<file path="config.mk">
export PLATFORM = sky130hd
export DESIGN_NAME = cro_rx_cell_out
export DESIGN_NICKNAME = d
export VERILOG_FILES = /design/src/rtl/cro_pkg.sv /design/src/rtl/cro_word_ctr.sv /design/src/rtl/cro_avail.sv /design/src/rtl/cro_lane_gate.sv /design/src/rtl/cro_rx_cell_out.sv
export SDC_FILE = /design/constraint.sdc
export NUM_CORES = 1
export LEC_CHECK = 0
export CORE_UTILIZATION = 22
export DETAILED_ROUTE_END_ITERATION = 16
export PLACE_DENSITY = 0.85
export SKIP_LAST_GASP = 1
export SLEW_MARGIN = 20
export SYNTH_ARGS = -nofsm -noshare
export SYNTH_HDL_FRONTEND = slang
export SYNTH_SLANG_ARGS = --single-unit
</file>
<file path="constraint.sdc">
create_clock -name clk -period 1.35 [get_ports clk]
set_input_delay 0.2025 -clock clk [delete_from_list [all_inputs] [get_ports clk]]
set_output_delay 0.2025 -clock clk [all_outputs]
set_load 0.03 [all_outputs]
</file>
<file path="src/rtl/cro_pkg.sv">
package cro_pkg;

   // per-cycle transfer decision shared between stages
   typedef struct packed {
      logic xfer;   // a word is presented this cycle
      logic first;  // it is word 0 of a cell
      logic last;   // it is the final word of a cell
   } cro_flow_t;

endpackage

</file>
<file path="src/rtl/cro_word_ctr.sv">
module cro_word_ctr #(
   parameter int CELL_WORDS = 14
) (
   input  logic clk,
   input  logic rst_n,
   input  logic step,
   output logic first,
   output logic last
);
   localparam int IDX_W = (CELL_WORDS > 1) ? $clog2(CELL_WORDS) : 1;
   localparam logic [IDX_W-1:0] LAST_IDX = IDX_W'(CELL_WORDS - 1);

   logic [IDX_W-1:0] idx;

   always_ff @(posedge clk or negedge rst_n) begin
      if (!rst_n)
         idx <= '0;
      else if (step)
         idx <= (idx == LAST_IDX) ? '0 : idx + 1'b1;
   end

   assign first = (idx == '0);
   assign last  = (idx == LAST_IDX);

   // a stalled cycle must keep the pending word position
   assert_stall_holds_R6: assert property (@(posedge clk) disable iff (!rst_n)
      !step |=> $stable(idx));

   // position never leaves the cell range
   assert_idx_range_R7: assert property (@(posedge clk) disable iff (!rst_n)
      idx <= LAST_IDX);
endmodule

</file>
<file path="src/rtl/cro_avail.sv">
module cro_avail (
   input  logic clk,
   input  logic rst_n,
   input  logic src_rdy,
   input  logic cell_done,
   output logic cav
);
   always_ff @(posedge clk or negedge rst_n) begin
      if (!rst_n)
         cav <= 1'b0;
      else if (!cav || cell_done)
         cav <= src_rdy;
   end

   assert_cav_rise_R2: assert property (@(posedge clk) disable iff (!rst_n)
      $rose(cav) |-> $past(src_rdy));

   assert_cav_drop_R8: assert property (@(posedge clk) disable iff (!rst_n)
      (cell_done && !src_rdy) |=> !cav);

   assert_cav_keep_R8: assert property (@(posedge clk) disable iff (!rst_n)
      (cav && !cell_done) |=> cav);
endmodule

</file>
<file path="src/rtl/cro_lane_gate.sv">
module cro_lane_gate #(
   parameter int LANE_W = 9
) (
   input  logic              pass,
   input  logic [LANE_W-1:0] din,
   output logic [LANE_W-1:0] dout
);
   assign dout = pass ? din : '0;
endmodule

</file>
<file path="src/rtl/cro_rx_cell_out.sv">
module cro_rx_cell_out #(
   parameter int CELL_WORDS = 14,
   parameter int LANES      = 4,
   parameter int LANE_W     = 9,
   localparam int DATA_W    = LANES * LANE_W
) (
   input  logic              clk,
   input  logic              rst_n,
   input  logic              src_cell_rdy,
   input  logic [DATA_W-1:0] src_word,
   output logic              src_pop,
   input  logic              rx_en_n,
   output logic [DATA_W-1:0] rx_data,
   output logic              rx_soc,
   output logic              rx_cav
);
   import cro_pkg::*;

   generate
      if (CELL_WORDS < 2) begin : g_bad_len
         $error("CELL_WORDS must be at least 2");
      end
      if (LANES < 1 || LANE_W < 1) begin : g_bad_lane
         $error("lane geometry must be non-empty");
      end
   endgenerate

   logic      en_seen;
   logic      w_first;
   logic      w_last;
   cro_flow_t flow;

   // enable sampled at the previous edge
   always_ff @(posedge clk or negedge rst_n) begin
      if (!rst_n)
         en_seen <= 1'b0;
      else
         en_seen <= !rx_en_n;
   end

   always_comb begin
      flow.xfer  = rx_cav && en_seen && !rx_en_n;
      flow.first = flow.xfer && w_first;
      flow.last  = flow.xfer && w_last;
   end

   cro_word_ctr #(.CELL_WORDS(CELL_WORDS)) u_ctr (
      .clk   (clk),
      .rst_n (rst_n),
      .step  (flow.xfer),
      .first (w_first),
      .last  (w_last)
   );

   cro_avail u_avail (
      .clk       (clk),
      .rst_n     (rst_n),
      .src_rdy   (src_cell_rdy),
      .cell_done (flow.last),
      .cav       (rx_cav)
   );

   generate
      for (genvar g = 0; g < LANES; g++) begin : g_lane
         cro_lane_gate #(.LANE_W(LANE_W)) u_gate (
            .pass (flow.xfer),
            .din  (src_word[g*LANE_W +: LANE_W]),
            .dout (rx_data[g*LANE_W +: LANE_W])
         );
      end
   endgenerate

   assign src_pop = flow.xfer;
   assign rx_soc  = flow.first;

   assert_soc_single_R5: assert property (@(posedge clk) disable iff (!rst_n)
      rx_soc |=> !rx_soc);

   assert_soc_needs_enable_R3: assert property (@(posedge clk) disable iff (!rst_n)
      rx_soc |-> (!rx_en_n && $past(!rx_en_n)));

   assert_idle_bus_zero_R9: assert property (@(posedge clk) disable iff (!rst_n)
      !src_pop |-> (rx_data == '0 && !rx_soc));

   assert_pop_needs_cav_R3: assert property (@(posedge clk) disable iff (!rst_n)
      src_pop |-> rx_cav);
endmodule

</file>
==> summary.md, run 1 <==
| Metric | Value |
|---|---|
| Status | finished with violations |
| Violated checks | setup timing |
| FF+latch count, synth | 6 |
| Crit-path leading delay family | simple AND/OR/NAND/NOR gates |
| CTS root buf | clkbuf_4 |
| Max Cap Violations | 0 |
| Reg clk slew, reported paths | about 50 ps |
| Pwr per Cell Area | 747 nW/µm² |
| Worst Skew | just under 6 ps |
| Syn Std Cell Area | approximately 510 µm² |
| Global-route wire length before repair | between 2000 and 3000 µm |
| CP max stage cell | dfrtp_2 |
| Filler cells | ~220 |
| Critical path's largest stage delay | a little under 400 ps |
| Worst EP required | around 1200 ps |
| Final GP Congestion | about 0.75 |
| Fmax | approximately 630 MHz |
| EDFF count, synth | 0 |
| Syn Area/Cell | 8.00 µm² |
| Total track usage | 0.153 |
| NetSw | about 370 µW |
| Final period util | 1.18 |
| Die area | between 2000 and 3000 µm² |
| Flop pwr share | 0.316 |
| Sw frac | 0.369 |
| Synth Area in Adders | 0 |
| Vias per cell | roughly 4.3 |
| Pint | around 640 µW |
| R2r setup slk | -60 ps |
| Clk sinks | 6 |
| Slew HR | 0.808 |
| Total iterations of the first detailed-routing run | 4 |
| Synthesis-to-finish area growth | 166% |
| Synth Area in Simple Gates | 0.570 |
| Mux cell area share after synthesis | 0.0293 |
| DIE HEIGHT | 50.2 µm |
| RSZ-0062 raised after global routing | yes |
| Diodes inserted | 0 |
| Initial antenna violation count | 0 |
| P_leak | between 0.0006 and 0.0007 µW |
| Worst VDD drop | roughly 0.61 mV |
| CTS max path bufs | 2 |
| Clk pwr share | 0.178 |
| Design area | approximately 1400 µm² |
| # IOs | 79 |
| Mapped Nets | about 100 |
| Mapped Cells | 64 |
| Port buffer count | 78 |
| Final Hold Fails | 0 |
| Starting density of the core | 0.231 |
| Post-synthesis xor/xnor area fraction | 0.0171 |
| Final setup fails | 39 |
| Most frequent cells in the layout | 41 x buf_4, 38 x clkdlybuf4s50_1, 29 x and2_2 |
| CP bufs+invs | 2 |
| Critical Path Sink Type | primary output |
| Yosys warnings | 0 |
| Asr flop ratio synth | 1.00 |
| Critical path class | register to primary output |
| Clock Latency Late Sink | 250 ps |
| DRC | 0 |
| DR WL/cell | 11.0 µm |
| Final WS setup | -248 ps |
| WL final | ~1900 µm |
| Cts bufs inserted | 3 |
| DP HPWL | around 1600 µm |
| Yosys cell types | 21 |
| Number of core rows | 17 |
| Worst-margin pin slew | 288 ps |
| Largest net degree at the start of global routing | 31 |
| # H-tree levels | 1 |
| Combinational Power Share | 0.505 |
| Synth Area in Compound Gates | 0.0489 |
| Sequential area share after synthesis | 0.293 |
| Area post-placement | roughly 1300 µm² |
| Via count | roughly 760 |
| Worst setup SP type | register |
| Critical Path Fanout Max | 30 |
| Dpl ws | -323 ps |
| Fin. max-slew vios | 0 |
| WHS | 199 ps |
| Hold buffer count at CTS | 0 |
| CTS tree | built |
| Post-DRT Antenna Nets | 0 |
| Fin nets | approximately 190 |
| Critical path cell sequence | and3b_2, buf_12, and2_2, buf_4 |
| Worst EP arrival | roughly 1400 ps |
| Share of layout cells above drive strength 1 | 0.588 |
| Die Wd | between 50 and 60 µm |
| Top_reg_cell synth | dfrtp_1 |
| Min cycle time layout | between 1500 and 2000 ps |
| HP Class | input port to asynchronous set/reset pin |
| Starting DRT DRC Count | 3 |
| Core area | 2210 µm² |
| Grt ovf | 0 |
| Largest family of logic cells by synthesized area | simple AND/OR/NAND/NOR gates |
| Most common cell after layout, fill and taps aside | buf_4 |
| Vias in the first global route | roughly 730 |
-- sequential cells by signal (all words and copies together) (netlist names) --
signal and count:
en_seen 1, u_avail.cav 1, u_ctr.idx 4
-- metal layers --
metal / vias up / GRT usage / wire (µm)
met5: - / 0 / 0
met4: 0 / 0.0571 / 19
met3: 2 / 0.0273 / 145
met2: 43 / 0.307 / 1090
met1: 349 / 0.152 / 683
li1: 367 / - / -
-- area by class of cell --
type	count	area [µm²]	share of cell area
repair buffers	84	749	0.551
multi-input cells	53	395	0.290
flip-flops and latches	6	151	0.111
well taps	28	35.0	0.0257
inverters	1	3.75	0.00276
clock buffers	4	26.3	0.0193
-- cells in the mapped netlist, drive strengths merged (2+ instances only) --
master	n	area, µm²
nand3	2	10.0
and2	36	225
nor2	2	7.51
dfrtp	6	150
o21ai	2	10.0
clkbuf	3	12.5
-- cells by family (layout without fill, tap and decap cells) --
family,Yosys count,after routing
and+or+nand+nor,47,47
muxes,1,1
buffers and inverters,5,89
AOI/OAI and AO/OA,4,4
xor gates and xnor gates,1,1
DFF,6,6
-- power groups by stage --
stage               clock network [µW]  registers (µW)  logic (µW)
floorplan                            0             305         280
global placement                     0             324         491
detailed placement                   0             323         500
CTS                                189             321         512
global route                       205             334         552
finish                             181             322         514
-- worst reg2reg max path, stage by stage (launching register included) --
cell and delay (ps):
dfrtp_2 390, and3b_2 230, buf_6 140, buf_4 130
nand3_1 90, mux2_4 300
-- stage by stage --
stage,utilization,total power [µW],cells,TNS (ps)
after global routing,0.615,1090,176,-10560
after detailed placement,0.587,823,168,-11700
after CTS,0.615,1020,176,-9730
after floorplan,-,586,64,-18.6
after global placement,0.587,815,168,-10830
final,0.615,1020,176,-8480
-- path summary, 6_finish.rpt --
| check | endpoint | cells after the start | startpoint |
|---|---|---|---|
| max | rx_data[32] | 4 | u_avail.cav |
| min | u_ctr.idx[0] | 1 | rst_n |
| max reg2reg | u_ctr.idx[3] | 5 | u_avail.cav |
| min reg2reg | u_ctr.idx[2] | 1 | u_ctr.idx[2] |
| max in group asynchronous | u_avail.cav | 1 | rst_n |
| min in group clk | en_seen | 2 | rx_en_n |
-- what timing repair did --
action	in CTS	in global routing
resized for setup	4	1
pin swaps	1	1
endpoints found under the setup margin	40	40
buffers inserted	4	0
gates cloned	0	0
(Power assumes the default switching activity.)
==> run 2, diff against run 1 <==
--- a/config.mk
+++ b/config.mk
@@ -8,6 +8,7 @@
 export CORE_UTILIZATION = 22
 export DETAILED_ROUTE_END_ITERATION = 16
 export PLACE_DENSITY = 0.85
+export SETUP_SLACK_MARGIN = 0.4
 export SKIP_LAST_GASP = 1
 export SLEW_MARGIN = 20
 export SYNTH_ARGS = -nofsm -noshare
==> summary.md, run 2 (same netlist as run 1, synthesis figures left out) <==
| Metric | Value |
|---|---|
| Synthesis-to-finish area growth | 213% |
| Status | finished with violations |
| Filler cells | between 150 and 200 |
| CTS max path bufs | 2 |
| Final WS setup | -225 ps |
| Worst VDD drop | 0.881 mV |
| CP startpoint | u_avail.cav |
| Min cycle time layout | 1580 ps |
| Most common cell after layout, fill and taps aside | clkdlybuf4s50_1 |
| Top reg by flops | u_ctr.idx |
| Critical path class | register to primary output |
| WHS | around 200 ps |
| RSZ-0062 raised after global routing | yes |
| Final setup fails | 39 |
| # H-tree levels | 1 |
| Via count | approximately 780 |
| Fmax | 635 MHz |
| Largest registers | u_ctr.idx: 4 flops, en_seen: 1 flops, u_avail.cav: 1 flops |
| Worst Reg-to-Reg Cells | 5 |
| Final period util | 1.17 |
| DRC | 0 |
| Final design utilization | 0.725 |
| Max Cap Violations | 0 |
| Worst-margin pin slew | roughly 290 ps |
| # IOs | slightly below 80 |
| Largest net degree at the start of global routing | 21 |
| Vias per cell | 4.35 |
| Most frequent cells in the layout | 38 x clkdlybuf4s50_1, 36 x and2_4, 32 x buf_6 |
| CTS tree | built |
| Share of layout cells above drive strength 1 | 0.629 |
| Slew HR | 0.807 |
| Final Hold Fails | 0 |
| Largest register FFs | 4 |
| Clock Latency Late Sink | approximately 240 ps |
| RR Startpoint | u_avail.cav |
| Total iterations of the first detailed-routing run | 4 |
| Pwr per Cell Area | roughly 720 nW/µm² |
| Global-route wire length before repair | about 3000 µm |
| Clk sinks | 6 |
| DR WL/cell | between 10 and 15 µm |
| Worst Skew | roughly 6.6 ps |
| Starting density of the core | 0.231 |
| R2r setup slk | -130 ps |
| Fin. max-slew vios | 0 |
| Core area | between 2000 and 2500 µm² |
| Die Wd | about 50 µm |
| Starting DRT DRC Count | 3 |
| Port buffer count | 78 |
| Critical Path Sink Type | primary output |
| WL final | approximately 2500 µm |
| Post-DRT Antenna Nets | 0 |
| Cts bufs inserted | 3 |
| HP Class | input port to asynchronous set/reset pin |
| Die area | around 2500 µm² |
| Worst setup SP type | register |
| DIE HEIGHT | roughly 50 µm |
| Critical Path Fanout Max | 7 |
| Number of core rows | 17 |
| DP HPWL | between 1500 and 2000 µm |
| CTS root buf | clkbuf_4 |
| Fin nets | between 150 and 200 |
| Violated checks | setup timing |
| Reg clk slew, reported paths | roughly 50 ps |
| Diodes inserted | 0 |
| Vias in the first global route | approximately 700 |
| Grt ovf | 0 |
| Total track usage | 0.155 |
| Initial antenna violation count | 0 |
| P_leak | 0.000755 µW |
| Worst EP arrival | about 1400 ps |
| Final GP Congestion | 0.806 |
| R2r endpoint | u_ctr.idx[3] |
| Worst EP required | between 1000 and 1500 ps |
[run 2: layout make-up]
cell class              instances  area [µm²]  area share
flip-flops and latches          6         151      0.0945
clock buffers                   4        26.3      0.0164
inverters                       1        3.75     0.00234
multi-input cells              53         457       0.285
well taps                      28        35.0      0.0219
repair buffers                 87         930       0.580
[run 2: per-layer routing]
layer,global-route usage,up-vias,wire length (µm)
met3,0.0394,0,211
met1,0.145,356,894
met4,0.0571,0,0
met2,0.313,49,1410
li1,-,374,-
met5,0,-,0
[run 2: repair_timing]
action | 4_1_cts | 5_1_grt
endpoints found under the hold margin | 0 | 0
gates cloned | 0 | 3
buffers inserted | 3 | 0
pin swaps | 1 | 18
gates resized for setup | 19 | 23
setup endpoints to repair | 44 | 44
hold buffers | 0 | 0
[run 2: worst max path at each step]
stage / endpoint / cells past startpoint
after CTS: rx_data[20] / 4
after floorplan: rx_data[0] / 3
after global placement: rx_data[20] / 5
after global routing: rx_data[18] / 4
final: rx_data[18] / 4
after detailed placement: u_ctr.idx[3] / 5
[run 2: worst max-delay path, stage by stage (launching register included)]
cell	delay, ps
dfrtp_2	360
and3b_4	320
clkbuf_16	180
and2_4	150
buf_6	120
[run 2: report_power, final]
part | internal [µW] | total, µW | switching (µW)
Clock | 112 | 175 | 63.1
Sequential | 242 | 343 | 100
Combinational | 364 | 629 | 265
[run 2: per-stage QoR]
stage | power, µW | setup TNS (ps) | area (µm²) | setup WS [ps] | std cells
global route | 1210 | -9370 | 1600 | -276 | 179
floorplan | 629 | 0 | 636 | 45.5 | 64
CTS | 1080 | -8540 | 1450 | -254 | 176
detailed placement | 876 | -10850 | 1360 | -297 | 169
finish | 1150 | -7180 | 1600 | -225 | 179
global placement | 857 | -10030 | 1360 | -273 | 169
==> run 3, diff against run 2 <==
--- a/config.mk
+++ b/config.mk
@@ -5,9 +5,11 @@
 export SDC_FILE = /design/constraint.sdc
 export NUM_CORES = 1
 export LEC_CHECK = 0
+export CORE_MARGIN = 2
 export CORE_UTILIZATION = 22
 export DETAILED_ROUTE_END_ITERATION = 16
-export PLACE_DENSITY = 0.85
+export HOLD_SLACK_MARGIN = 0.03
+export PLACE_DENSITY = 0.76
 export SETUP_SLACK_MARGIN = 0.4
 export SKIP_LAST_GASP = 1
 export SLEW_MARGIN = 20
==> summary.md, run 3 (same netlist as run 1, synthesis figures left out) <==
| Metric | Value |
|---|---|
| Total iterations of the first detailed-routing run | 3 |
| # placed instances | ~170 |
| RR Startpoint | u_avail.cav |
| Worst setup SP type | register |
| Filler cells | 128 |
| R2r setup slk | -180 ps |
| WHS | 204 ps |
| Worst EP required | 1150 ps |
| Min cycle time layout | ~1700 ps |
| CP endpoint | rx_data[25] |
| DR WL/cell | 16.0 µm |
| Number of core rows | 17 |
| Fin. max-slew vios | 0 |
| Most frequent cells in the layout | 42 x buf_6, 38 x clkdlybuf4s50_1, 36 x and2_4 |
| Pwr per Cell Area | about 680 nW/µm² |
| Critical Path Sink Type | primary output |
| Final Hold Fails | 0 |
| Critical path class | register to primary output |
| Fin nets | between 150 and 200 |
| Final cell count without fillers | ~190 |
| Die area | 2730 µm² |
| Largest register FFs | 4 |
| RSZ-0062 raised after global routing | yes |
| Global-route wire length before repair | about 3900 µm |
| Critical Path Fanout Max | 6 |
| DRC | 0 |
| CTS max path bufs | 2 |
| Worst Reg-to-Reg Cells | 6 |
| Final GP Congestion | about 0.71 |
| Via count | 800 |
| Fmax | between 500 and 600 MHz |
| Starting DRT DRC Count | 1 |
| CP max stage cell | dfrtp_2 |
| Synthesis-to-finish area growth | 242% |
| P_leak | ~0.00082 µW |
| Worst EP arrival | 1470 ps |
| Diodes inserted | 0 |
| Slew HR | 0.810 |
| Final WS setup | -321 ps |
| Top reg by flops | u_ctr.idx |
| Largest net degree at the start of global routing | 10 |
| Max Cap Violations | 0 |
| Cts bufs inserted | 3 |
| Vias in the first global route | between 700 and 800 |
| Initial antenna violation count | 0 |
| # IOs | 79 |
| Total track usage | 0.193 |
| Violated checks | setup timing |
| CTS root buf | clkbuf_4 |
| Design area | between 1500 and 2000 µm² |
| Core area | between 2000 and 2500 µm² |
| Critical path cell sequence | and3b_2, bufbuf_16, and2_4, buf_6 |
| Clock Latency Late Sink | between 200 and 250 ps |
| Final setup fails | 41 |
| Area post-placement | 1360 µm² |
| Critical path's largest stage delay | slightly above 400 ps |
| Share of layout cells above drive strength 1 | 0.650 |
| Post-DRT Antenna Nets | 0 |
| CTS tree | built |
| DIE HEIGHT | about 52 µm |
| DP HPWL | around 1800 µm |
| Reg clk slew, reported paths | 50 ps |
| CP startpoint | u_avail.cav |
| Final period util | 1.24 |
| Starting density of the core | 0.231 |
| Worst-margin pin slew | about 280 ps |
| Largest registers | u_ctr.idx: 4 flops, en_seen: 1 flops, u_avail.cav: 1 flops |
| Status | finished with violations |
| Most common cell after layout, fill and taps aside | buf_6 |
| Port buffer count | 78 |
| Worst VDD drop | roughly 0.94 mV |
| R2r endpoint | u_ctr.idx[3] |
| WL final | 2960 µm |
| Vias per cell | between 4 and 5 |
| # H-tree levels | 1 |
| HP Class | input port to asynchronous set/reset pin |
| Die Wd | roughly 52 µm |
| Clk sinks | 6 |
| Worst Skew | 0.445 ps |
| Grt ovf | 0 |
-- run 3: where the power goes --
part	switching, µW	internal [µW]	leakage (µW)
Clock	68.3	112	0.0000150
Sequential	97.8	245	0.0000685
Combinational	264	403	0.000734
-- run 3: cell type report --
class                   count  area (µm²)  share of cell area
flip-flops and latches      6         153              0.0873
repair buffers             93        1070               0.615
inverters                   1        3.75             0.00215
well taps                  28        35.0              0.0200
clock buffers               4        26.3              0.0150
multi-input cells          53         455               0.261
-- run 3: metal layers --
layer / vias up / GRT usage / routed length [µm]
li1: 388 / - / -
met1: 359 / 0.229 / 1110
met2: 49 / 0.335 / 1550
met3: 4 / 0.0657 / 252
met4: 0 / 0.0427 / 46
met5: - / 0 / 0
-- run 3: worst min-delay path by stage --
stage           from  endpoint  slack [ps]  cells after the start
2_1_floorplan  rst_n   en_seen         -90                      0
3_3_place_gp   rst_n   en_seen         460                      1
3_5_place_dp   rst_n   en_seen         460                      1
4_1_cts        rst_n   en_seen         200                      1
5_1_grt        rst_n   en_seen         220                      1
6_report       rst_n   en_seen         200                      1
-- run 3: metrics by stage --
stage | utilization | setup WS (ps) | TNS, ps | total power, µW
after floorplan | - | 45.5 | 0 | 629
after global placement | 0.613 | -274 | -9520 | 855
after detailed placement | 0.613 | -302 | -10420 | 865
after CTS | 0.759 | -286 | -10560 | 1150
after global routing | 0.790 | -362 | -13470 | 1260
final | 0.790 | -321 | -11480 | 1190
-- run 3: critical path, delay by kind of cell, from the launching register on --
family | cells | cell delay (ps)
buf+inv | 2 | 410
flops | 1 | 410
simple gates | 2 | 410
-- run 3: repair_timing --
| item | in CTS | in global routing |
|---|---|---|
| pin swaps | 2 | 5 |
| gates cloned | 3 | 1 |
| gates resized for setup | 54 | 5 |
| buffers inserted | 6 | 3 |
| hold buffers | 0 | 0 |
| setup endpoints to repair | 44 | 44 |
